### config.mk
export PLATFORM = sky130hd
export DESIGN_NAME = acc_seq_core
export DESIGN_NICKNAME = d
export VERILOG_FILES = /design/src/rtl/acc_seq_pkg.sv /design/src/rtl/acc_seq_decode.sv /design/src/rtl/acc_seq_alu.sv /design/src/rtl/acc_seq_ring.sv /design/src/rtl/acc_seq_core.sv
export SDC_FILE = /design/constraint.sdc
export NUM_CORES = 1
export LEC_CHECK = 0
export BUFFER_PORTS_ARGS = -buffer_cell sky130_fd_sc_hd__buf_4
export CORE_UTILIZATION = 60
export CTS_BUF_LIST = sky130_fd_sc_hd__clkbuf_8
export CTS_CLUSTER_DIAMETER = 150
export DETAILED_ROUTE_END_ITERATION = 8
export PLACE_DENSITY_LB_ADDON = 0.3
export SYNTH_ARGS = -nofsm -noshare
export SYNTH_HDL_FRONTEND = slang
export SYNTH_SLANG_ARGS = --single-unit
### constraint.sdc
create_clock -name clk -period 3.3 [get_ports clk]
set_clock_uncertainty 0.2 [all_clocks]
set_input_delay 0.165 -clock clk [delete_from_list [all_inputs] [get_ports clk]]
set_output_delay 0.165 -clock clk [all_outputs]
set_load 0.03 [all_outputs]
### src/rtl/acc_seq_pkg.sv
package acc_seq_pkg;

  typedef enum logic [2:0] {
    OP_OR  = 3'd0,
    OP_AND = 3'd1,
    OP_XOR = 3'd2,
    OP_ADD = 3'd3,
    OP_LDB = 3'd4,
    OP_SUB = 3'd5,
    OP_SHL = 3'd6,
    OP_SHR = 3'd7
  } alu_op_e;

  localparam logic [1:0] GROUP_ALU = 2'b01;
  localparam logic [2:0] MODE_IMM  = 3'b010;
  localparam int         OPC_W     = 8;

  localparam int NUM_ST   = 4;
  localparam int ST_FETCH = 0;
  localparam int ST_LDA   = 1;
  localparam int ST_LDB   = 2;
  localparam int ST_EXEC  = 3;

  typedef struct packed {
    alu_op_e    op;
    logic [2:0] mode;
    logic       alu_grp;
  } dec_t;

endpackage

### src/rtl/acc_seq_decode.sv
module acc_seq_decode
  import acc_seq_pkg::*;
(
  input  logic [OPC_W-1:0] opc,
  output dec_t             dec
);

  always_comb begin
    dec.op      = alu_op_e'(opc[7:5]);
    dec.mode    = opc[4:2];
    dec.alu_grp = (opc[1:0] == GROUP_ALU);
  end

endmodule

### src/rtl/acc_seq_alu.sv
module acc_seq_alu
  import acc_seq_pkg::*;
#(
  parameter int W = 8
) (
  input  logic [W-1:0] a,
  input  logic [W-1:0] b,
  input  alu_op_e      op,
  output logic [W-1:0] y
);

  always_comb begin
    unique case (op)
      OP_OR:   y = a | b;
      OP_AND:  y = a & b;
      OP_XOR:  y = a ^ b;
      OP_ADD:  y = a + b;
      OP_LDB:  y = b;
      OP_SUB:  y = a - b;
      OP_SHL:  y = {a[W-2:0], 1'b0};
      OP_SHR:  y = {1'b0, a[W-1:1]};
      default: y = a;
    endcase
  end

endmodule

### src/rtl/acc_seq_ring.sv
module acc_seq_ring #(
  parameter int N = 4
) (
  input  logic         clk,
  input  logic         rst_n,
  input  logic         force_start,
  output logic [N-1:0] st_q
);

  logic [N-1:0] st_d;

  for (genvar i = 0; i < N; i++) begin : g_stage
    localparam int   PREV   = (i == 0) ? N - 1 : i - 1;
    localparam logic FORCED = (i == 0);

    // stage multiplexer: pass ring neighbour or forced value
    assign st_d[i] = force_start ? FORCED : st_q[PREV];

    always_ff @(posedge clk or negedge rst_n) begin
      if (!rst_n) st_q[i] <= FORCED;
      else        st_q[i] <= st_d[i];
    end
  end

  assert_onehot_R2: assert property (@(posedge clk) disable iff (!rst_n)
    $countones(st_q) == 1);

  assert_step_R2: assert property (@(posedge clk) disable iff (!rst_n)
    !force_start |=> st_q == {$past(st_q[N-2:0]), $past(st_q[N-1])});

  assert_force_R2: assert property (@(posedge clk) disable iff (!rst_n)
    force_start |=> st_q[0]);

endmodule

### src/rtl/acc_seq_core.sv
module acc_seq_core
  import acc_seq_pkg::*;
#(
  parameter int                DATA_W   = 8,
  parameter int                ADDR_W   = 8,
  parameter logic [ADDR_W-1:0] RESET_PC = 8'h10
) (
  input  logic              clk,
  input  logic              rst_n,
  input  logic              restart,
  input  logic [DATA_W-1:0] mem_rdata,
  output logic              mem_rd,
  output logic [ADDR_W-1:0] mem_addr,
  output logic [DATA_W-1:0] acc,
  output logic [NUM_ST-1:0] state
);

  logic [NUM_ST-1:0] st_q;
  logic              force_start;
  dec_t              fetch_dec, ir_dec;
  logic              imm_mode;

  logic [ADDR_W-1:0] pc_q, pc_d;
  logic [OPC_W-1:0]  ir_q, ir_d;
  logic [DATA_W-1:0] opa_q, opa_d;
  logic [DATA_W-1:0] opb_q, opb_d;
  logic [DATA_W-1:0] acc_q, acc_d;
  logic [DATA_W-1:0] alu_y;
  logic              pc_en, ir_en, opa_en, opb_en, acc_en;

  acc_seq_ring #(.N(NUM_ST)) u_ring (
    .clk         (clk),
    .rst_n       (rst_n),
    .force_start (force_start),
    .st_q        (st_q)
  );

  acc_seq_decode u_dec_fetch (
    .opc (mem_rdata[OPC_W-1:0]),
    .dec (fetch_dec)
  );

  acc_seq_decode u_dec_ir (
    .opc (ir_q),
    .dec (ir_dec)
  );

  acc_seq_alu #(.W(DATA_W)) u_alu (
    .a  (opa_q),
    .b  (opb_q),
    .op (ir_dec.op),
    .y  (alu_y)
  );

  assign imm_mode    = (ir_dec.mode == MODE_IMM);
  assign force_start = restart | (st_q[ST_FETCH] & ~fetch_dec.alu_grp);

  assign mem_rd   = st_q[ST_FETCH] | st_q[ST_LDB];
  assign mem_addr = (st_q[ST_LDB] && !imm_mode) ? ADDR_W'(ir_dec.mode) : pc_q;

  // next-state and enables
  always_comb begin
    pc_en  = restart | st_q[ST_FETCH] | (st_q[ST_LDB] & imm_mode);
    pc_d   = restart ? RESET_PC : pc_q + ADDR_W'(1);
    ir_en  = st_q[ST_FETCH] & ~restart;
    ir_d   = mem_rdata[OPC_W-1:0];
    opa_en = st_q[ST_LDA] & ~restart;
    opa_d  = acc_q;
    opb_en = st_q[ST_LDB] & ~restart;
    opb_d  = mem_rdata;
    acc_en = st_q[ST_EXEC] & ~restart;
    acc_d  = alu_y;
  end

  // registers
  always_ff @(posedge clk or negedge rst_n) begin
    if (!rst_n) begin
      pc_q  <= RESET_PC;
      ir_q  <= '0;
      opa_q <= '0;
      opb_q <= '0;
      acc_q <= '0;
    end else begin
      if (pc_en)  pc_q  <= pc_d;
      if (ir_en)  ir_q  <= ir_d;
      if (opa_en) opa_q <= opa_d;
      if (opb_en) opb_q <= opb_d;
      if (acc_en) acc_q <= acc_d;
    end
  end

  assign acc   = acc_q;
  assign state = st_q;

  assert_fetch_pc_R3: assert property (@(posedge clk) disable iff (!rst_n)
    st_q[ST_FETCH] && !restart |=> pc_q == $past(pc_q) + ADDR_W'(1));

  assert_skip_R4: assert property (@(posedge clk) disable iff (!rst_n)
    st_q[ST_FETCH] && !fetch_dec.alu_grp |=> st_q[ST_FETCH] && $stable(acc_q));

  assert_slot_pc_R5: assert property (@(posedge clk) disable iff (!rst_n)
    st_q[ST_LDB] && !restart && !imm_mode |=> pc_q == $past(pc_q));

  assert_acc_hold_R7: assert property (@(posedge clk) disable iff (!rst_n)
    !st_q[ST_EXEC] |=> $stable(acc_q));

  assert_restart_R9: assert property (@(posedge clk) disable iff (!rst_n)
    restart |=> st_q[ST_FETCH] && (pc_q == RESET_PC) && $stable(acc_q));

endmodule

* Yosys cells after proc, flatten, opt, wreduce, memory -nomap -nowiden *
Index checks and enable logic that the tools add are counted.

word-level totals
  flip-flop bits (word level) = 44
  input port bits = 11
  output and inout bits = 21

operators by class
  add/subtract/negate cells = 3
  eq/ne operators = 9
  multiplexer cells = 7
  bitwise operators = 15
  reductions and logical operators = 3

operator list
  cell                                                              number
  8-bit case mux with 8 select lines                                1
  8-bit two-way mux                                                 2
  3-bit == test (second input constant)                             4
  3-bit by 2-bit == test with 1-bit output (second input constant)  3
  8-bit by 1-bit adder with 8-bit output (second input constant)    1
  8-bit adder                                                       1
  8-bit AND                                                         1
  8-bit OR                                                          1
  8-bit subtractor                                                  1
  8-bit bitwise XOR                                                 1
  1-bit AND                                                         6
  1-bit two-way mux                                                 4
  1-bit OR                                                          4
  3-bit by 1-bit == test with 1-bit output (second input constant)  1
  3-bit zero test                                                   1
  2-bit by 1-bit == test with 1-bit output (second input constant)  1
  1-bit NOT                                                         2
  1-bit logical AND                                                 1
  1-bit zero test                                                   1

* Logic depth before layout (Yosys ltp) *
  depth after elaboration = 5
  mapped depth = 11
  gate-level depth less buffers = 10

* Hierarchy *
A second synthesis with hierarchy kept.

second synthesis, totals
  cells, all modules = 319
  area, all modules = 3305.7 um^2

by module, submodules not included
  module          instances  cells an instance  area each (um^2)  seq. area each (um^2)
  acc_seq_core    1          136                1819.2            1002.2
  acc_seq_alu     1          161                1234.9            0.0
  acc_seq_ring    1          8                  133.9             101.3
  acc_seq_decode  2          7                  58.8              0.0

* Worst setup path before layout *
OpenSTA, ideal clock, no wires.

  path kind = register to register
  start point = reg ir_q[6]
  end point = reg acc_q[6], in the netlist acc[6]
  setup time = 0.131 ns
  arrival = 2.413 ns
  data required time = 2.969 ns
  path slack = 0.556 ns
  stages on the path, launching flop included = 11
  buffers on the path = 2
  period minus slack after synthesis = 2.744 ns
  path through = dfrtp_1 buf_4 and3b_1 buf_2 mux2_2 fa_1 nor2b_1 o31a_1 o21ai_0 nor4b_1 or3_1

between the ends
  longest elaborated chain between the ends = 2

ends and longest elaborated chain
  element                                      line                RTL
  start: declaration                           acc_seq_core.sv:24  logic [OPC_W-1:0] ir_q, ir_d;
  start signal: assignment                     acc_seq_core.sv:85  if (ir_en) ir_q <= ir_d;
  3-bit == test, or another cell as far along  acc_seq_alu.sv:13   unique case (op)
  8-bit case mux with 8 select lines (*)       acc_seq_alu.sv:13
  end signal: assignment                       acc_seq_core.sv:82  acc_q <= '0;
  end signal: assignment                       acc_seq_core.sv:88  if (acc_en) acc_q <= acc_d;
  end: declaration                             acc_seq_core.sv:27  logic [DATA_W-1:0] acc_q, acc_d;

Mark *: on every way between the ends. The rest lies on a longest branch, timed or not.
A chain may end at the register's enable or synchronous reset.

* Final worst setup path *
Same ends and word-level chain as after synthesis.

==> key figures <==
Global routing
  – Vias in the first global route: 2,327
  – First-pass GRT wire length: 11,050 um
  – Pin count of the biggest net entering global routing: 43
  – Residual overflow from global routing: 0
  – All-layer global routing usage: 28.32%
  – Initial antenna violation count: 0

Logic synthesis
  – Sequential share of the synthesized area: 36.87%
  – Distinct cells, synth: 52
  – Cell count after synthesis: 314
  – Synthesized Nets: 351
  – Yosys Warn Count: 0
  – Mapped cell area: 2858 um^2
  – Mean Syn Cell Area: 9.101 um^2
  – Largest cells by area after synthesis: dfrtp_1 35%, ha_1 11%, o21ai_0 5.6%
  – Top cell type's share of synthesized area: 35.03%
  – Top FF cell, synth: dfrtp_1
  – Most numerous cell in the Yosys netlist: dfrtp_1
  – Post-synth EDFFs: 0
  – Yosys top cell by area: dfrtp_1
  – Ys async rst share: 100.0%
  – Most frequent cells after synthesis: 40 x dfrtp_1, 39 x nand2_1, 32 x o21ai_0, 25 x ha_1, 25 x inv_1
  – FF+latch count, synth: 42

Detailed routing
  – Starting DRT DRC Count: 217
  – DRT antenna net count: 0
  – Drt wl/cell: 16.22 um
  – Via count: 2,410
  – Via density: 5.980
  – Final wirelength: 6537 um
  – Drc violations: 0
  – First-pass DRT Iterations: 6

Setup path
  – Crit end category: flip-flop
  – Crit Path Category: reg2reg
  – Critical R2R Capture: acc[6]
  – Reg2Reg Setup Slack: 0.46 ns
  – CP max FO: 7
  – Reg2reg path depth: 8
  – Startpoint Class: flip-flop
  – Worst EP required: 3.28 ns
  – Critical path arrival: 2.82 ns
  – Crit path from: ir_q[6]
  – Worst r2r src: ir_q[6]
  – CP endpoint: acc[6]

Power and ir drop
  – Leak: 0.001545 uW
  – Total Power: 1765 uW
  – Max VDD drop: 0.2794 mV
  – Pint: 1081 uW
  – Sw frac: 38.76%
  – Clock share of power: 20.1%
  – Comb pwr share: 42.3%
  – Switching Power: 683.9 uW
  – Sequential power share: 37.6%
  – Pwr dens: 534.2 nW/um^2

Clocking
  – CTS tree: done
  – Clock H-tree levels: 2
  – CTS clk-pin slew, worst paths: 0.08 ns
  – Clock Sinks: 42
  – Clk_lat worst skew: 0.29 ns
  – Number of buffers created by CTS: 5
  – Clk buf depth: 2
  – Root buf cell: clkbuf_8
  – # resized after CTS: 0

Place
  – Gpl congestion: 0.9456
  – Port bufs: 31
  – Placed cell area: 3104 um^2
  – DP HPWL: 4658 um
  – Placed cell count: 385

Worst hold path
  – Hold Path Class: in2async

Flow run
  – MaxCap Viol Count: 0

Timing
  – Worst hold slack: 0.1935 ns
  – Final hold vios: 0
  – Setup violators final: 0
  – Max-slew violations: 0
  – Min Tclk post-route: 2.841 ns
  – Max_slew headroom: 24.30%
  – FMAX: 0.3520 GHz
  – Period utilisation layout: 86.10%
  – RSZ-0062 raised after global routing: no
  – Worst-margin pin slew: 1.133 ns
  – Setup TNS Final: 0 ns

Finish
  – Antenna cells: 0
  – Design area: 3303 um^2
  – Layout cells sized above 1: 16.52%
  – Net count reported at finish: 387
  – Non-Filler Instances: 403
  – Synth-to-layout area growth: 15.59%

Run status
  – Outcome: finished, final reports clean

Floorplan
  – FP Rows: 24
  – Num ports: 32
  – Initial Utilization: 63.87%
  – Die Span X: 71.02 um
  – DIE AREA: 5043 um^2
  – Core Region: 4474 um^2
  – Die Y: 71.02 um
placed cells by master, fill, tap and decap left out, types with 3 or more instances in the layout:
cell type      netlist  final
xnor2_1              9      9
mux2_2               6      6
dlygate4sd3_1        0     10
a22o_1               3      3
a21o_1               4      4
o21ai_0             32     32
nor2b_1              7      7
nand3_1              8      8
a221oi_1             3      3
and2_1               6      6
nor3_1               4      4
dfrtp_1             40     40
mux2i_1              5      5
and3_1               3      3
buf_4                1     34
nand2b_1             3      3
xor2_1               7      7
nor2_1              15     15
a21oi_1             16     16
ha_1                25     25
clkbuf_8             0      6
mux4_2               4      4
inv_1               25     25
nand2_1             39     39
worst max-delay path: stages, from the launching register on:
cell and delay (ns):
dfrtp_1 0.38, and3b_1 0.34, mux2_2 0.40, fa_1 0.44
nor2b_1 0.19, o31a_1 0.17, o21ai_0 0.10, nor4b_1 0.15
or3_1 0.34
layer usage:
layer / part of all wire [%] / vias up / wire length, um / global-route usage (%)
met1: 43 / 1151 / 2808 / 36.61
met5: 0 / - / 0 / 0
met2: 49 / 85 / 3175 / 48.40
met3: 6.0 / 17 / 395 / 4.416
li1: - / 1157 / - / -
met4: 2.4 / 0 / 159 / 10.22
layout make-up:
class / instances / area [um^2]
clock buffers: 6 / 82.58
clock inverters: 2 / 16.27
fillers: 326 / 1171
inverters: 26 / 100.1
multi-input cells: 231 / 1630
flip-flops and latches: 42 / 1054
well taps: 52 / 65.06
repair buffers: 44 / 355.3
worst min path at each step:
stage | depth (start not counted) | startpoint | slack [ns] | to
2_1_floorplan | 0 | rst_n | -0.33 | acc[0]
3_3_place_gp | 1 | rst_n | -0.02 | opa_q[2]
3_5_place_dp | 1 | rst_n | -0.02 | opa_q[2]
4_1_cts | 2 | rst_n | 0.20 | opa_q[2]
5_1_grt | 2 | rst_n | 0.23 | opb_q[0]
6_report | 2 | rst_n | 0.19 | opa_q[2]
state kept, by name, summed over array words and instances, names as in the netlist:
name         cells
acc              8
opa_q            8
u_ring.st_q      4
ir_q             6
opb_q            8
pc_q             8
power groups by stage:
stage | registers (uW) | logic (uW) | clock network [uW]
after global placement | 667 | 683 | 0
after global routing | 673 | 828 | 384
after detailed placement | 670 | 718 | 0
final | 663 | 746 | 355
after floorplan | 671 | 527 | 0
after CTS | 660 | 731 | 363
cells by family (layout without fill, tap and decap cells):
logic type / count (synthesis) / after routing / share of synthesized area [%]
muxes: 15 / 15 / 7.268
DFF: 42 / 42 / 36.87
adders and majority gates: 26 / 26 / 11.65
xor gates and xnor gates: 16 / 16 / 4.904
buffers and inverters: 41 / 78 / 6.086
and+or+nand+nor: 97 / 97 / 16.55
AOI/OAI and AO/OA: 77 / 77 / 16.68
timing repair:
item	4_1_cts	5_1_grt
endpoints found under the hold margin	62	0
hold buffers	10	0
buffers inserted	0	0
through the flow:
| step | util (%) | setup WS, ns |
|---|---|---|
| 4_1_cts | 73.83 | 0.4742 |
| 2_1_floorplan | - | 0.5557 |
| 6_report | 73.83 | 0.4589 |
| 5_1_grt | 73.83 | 0.2826 |
| 3_5_place_dp | 69.38 | 0.4952 |
| 3_3_place_gp | 69.38 | 0.5729 |
(Power assumes the default switching activity.)
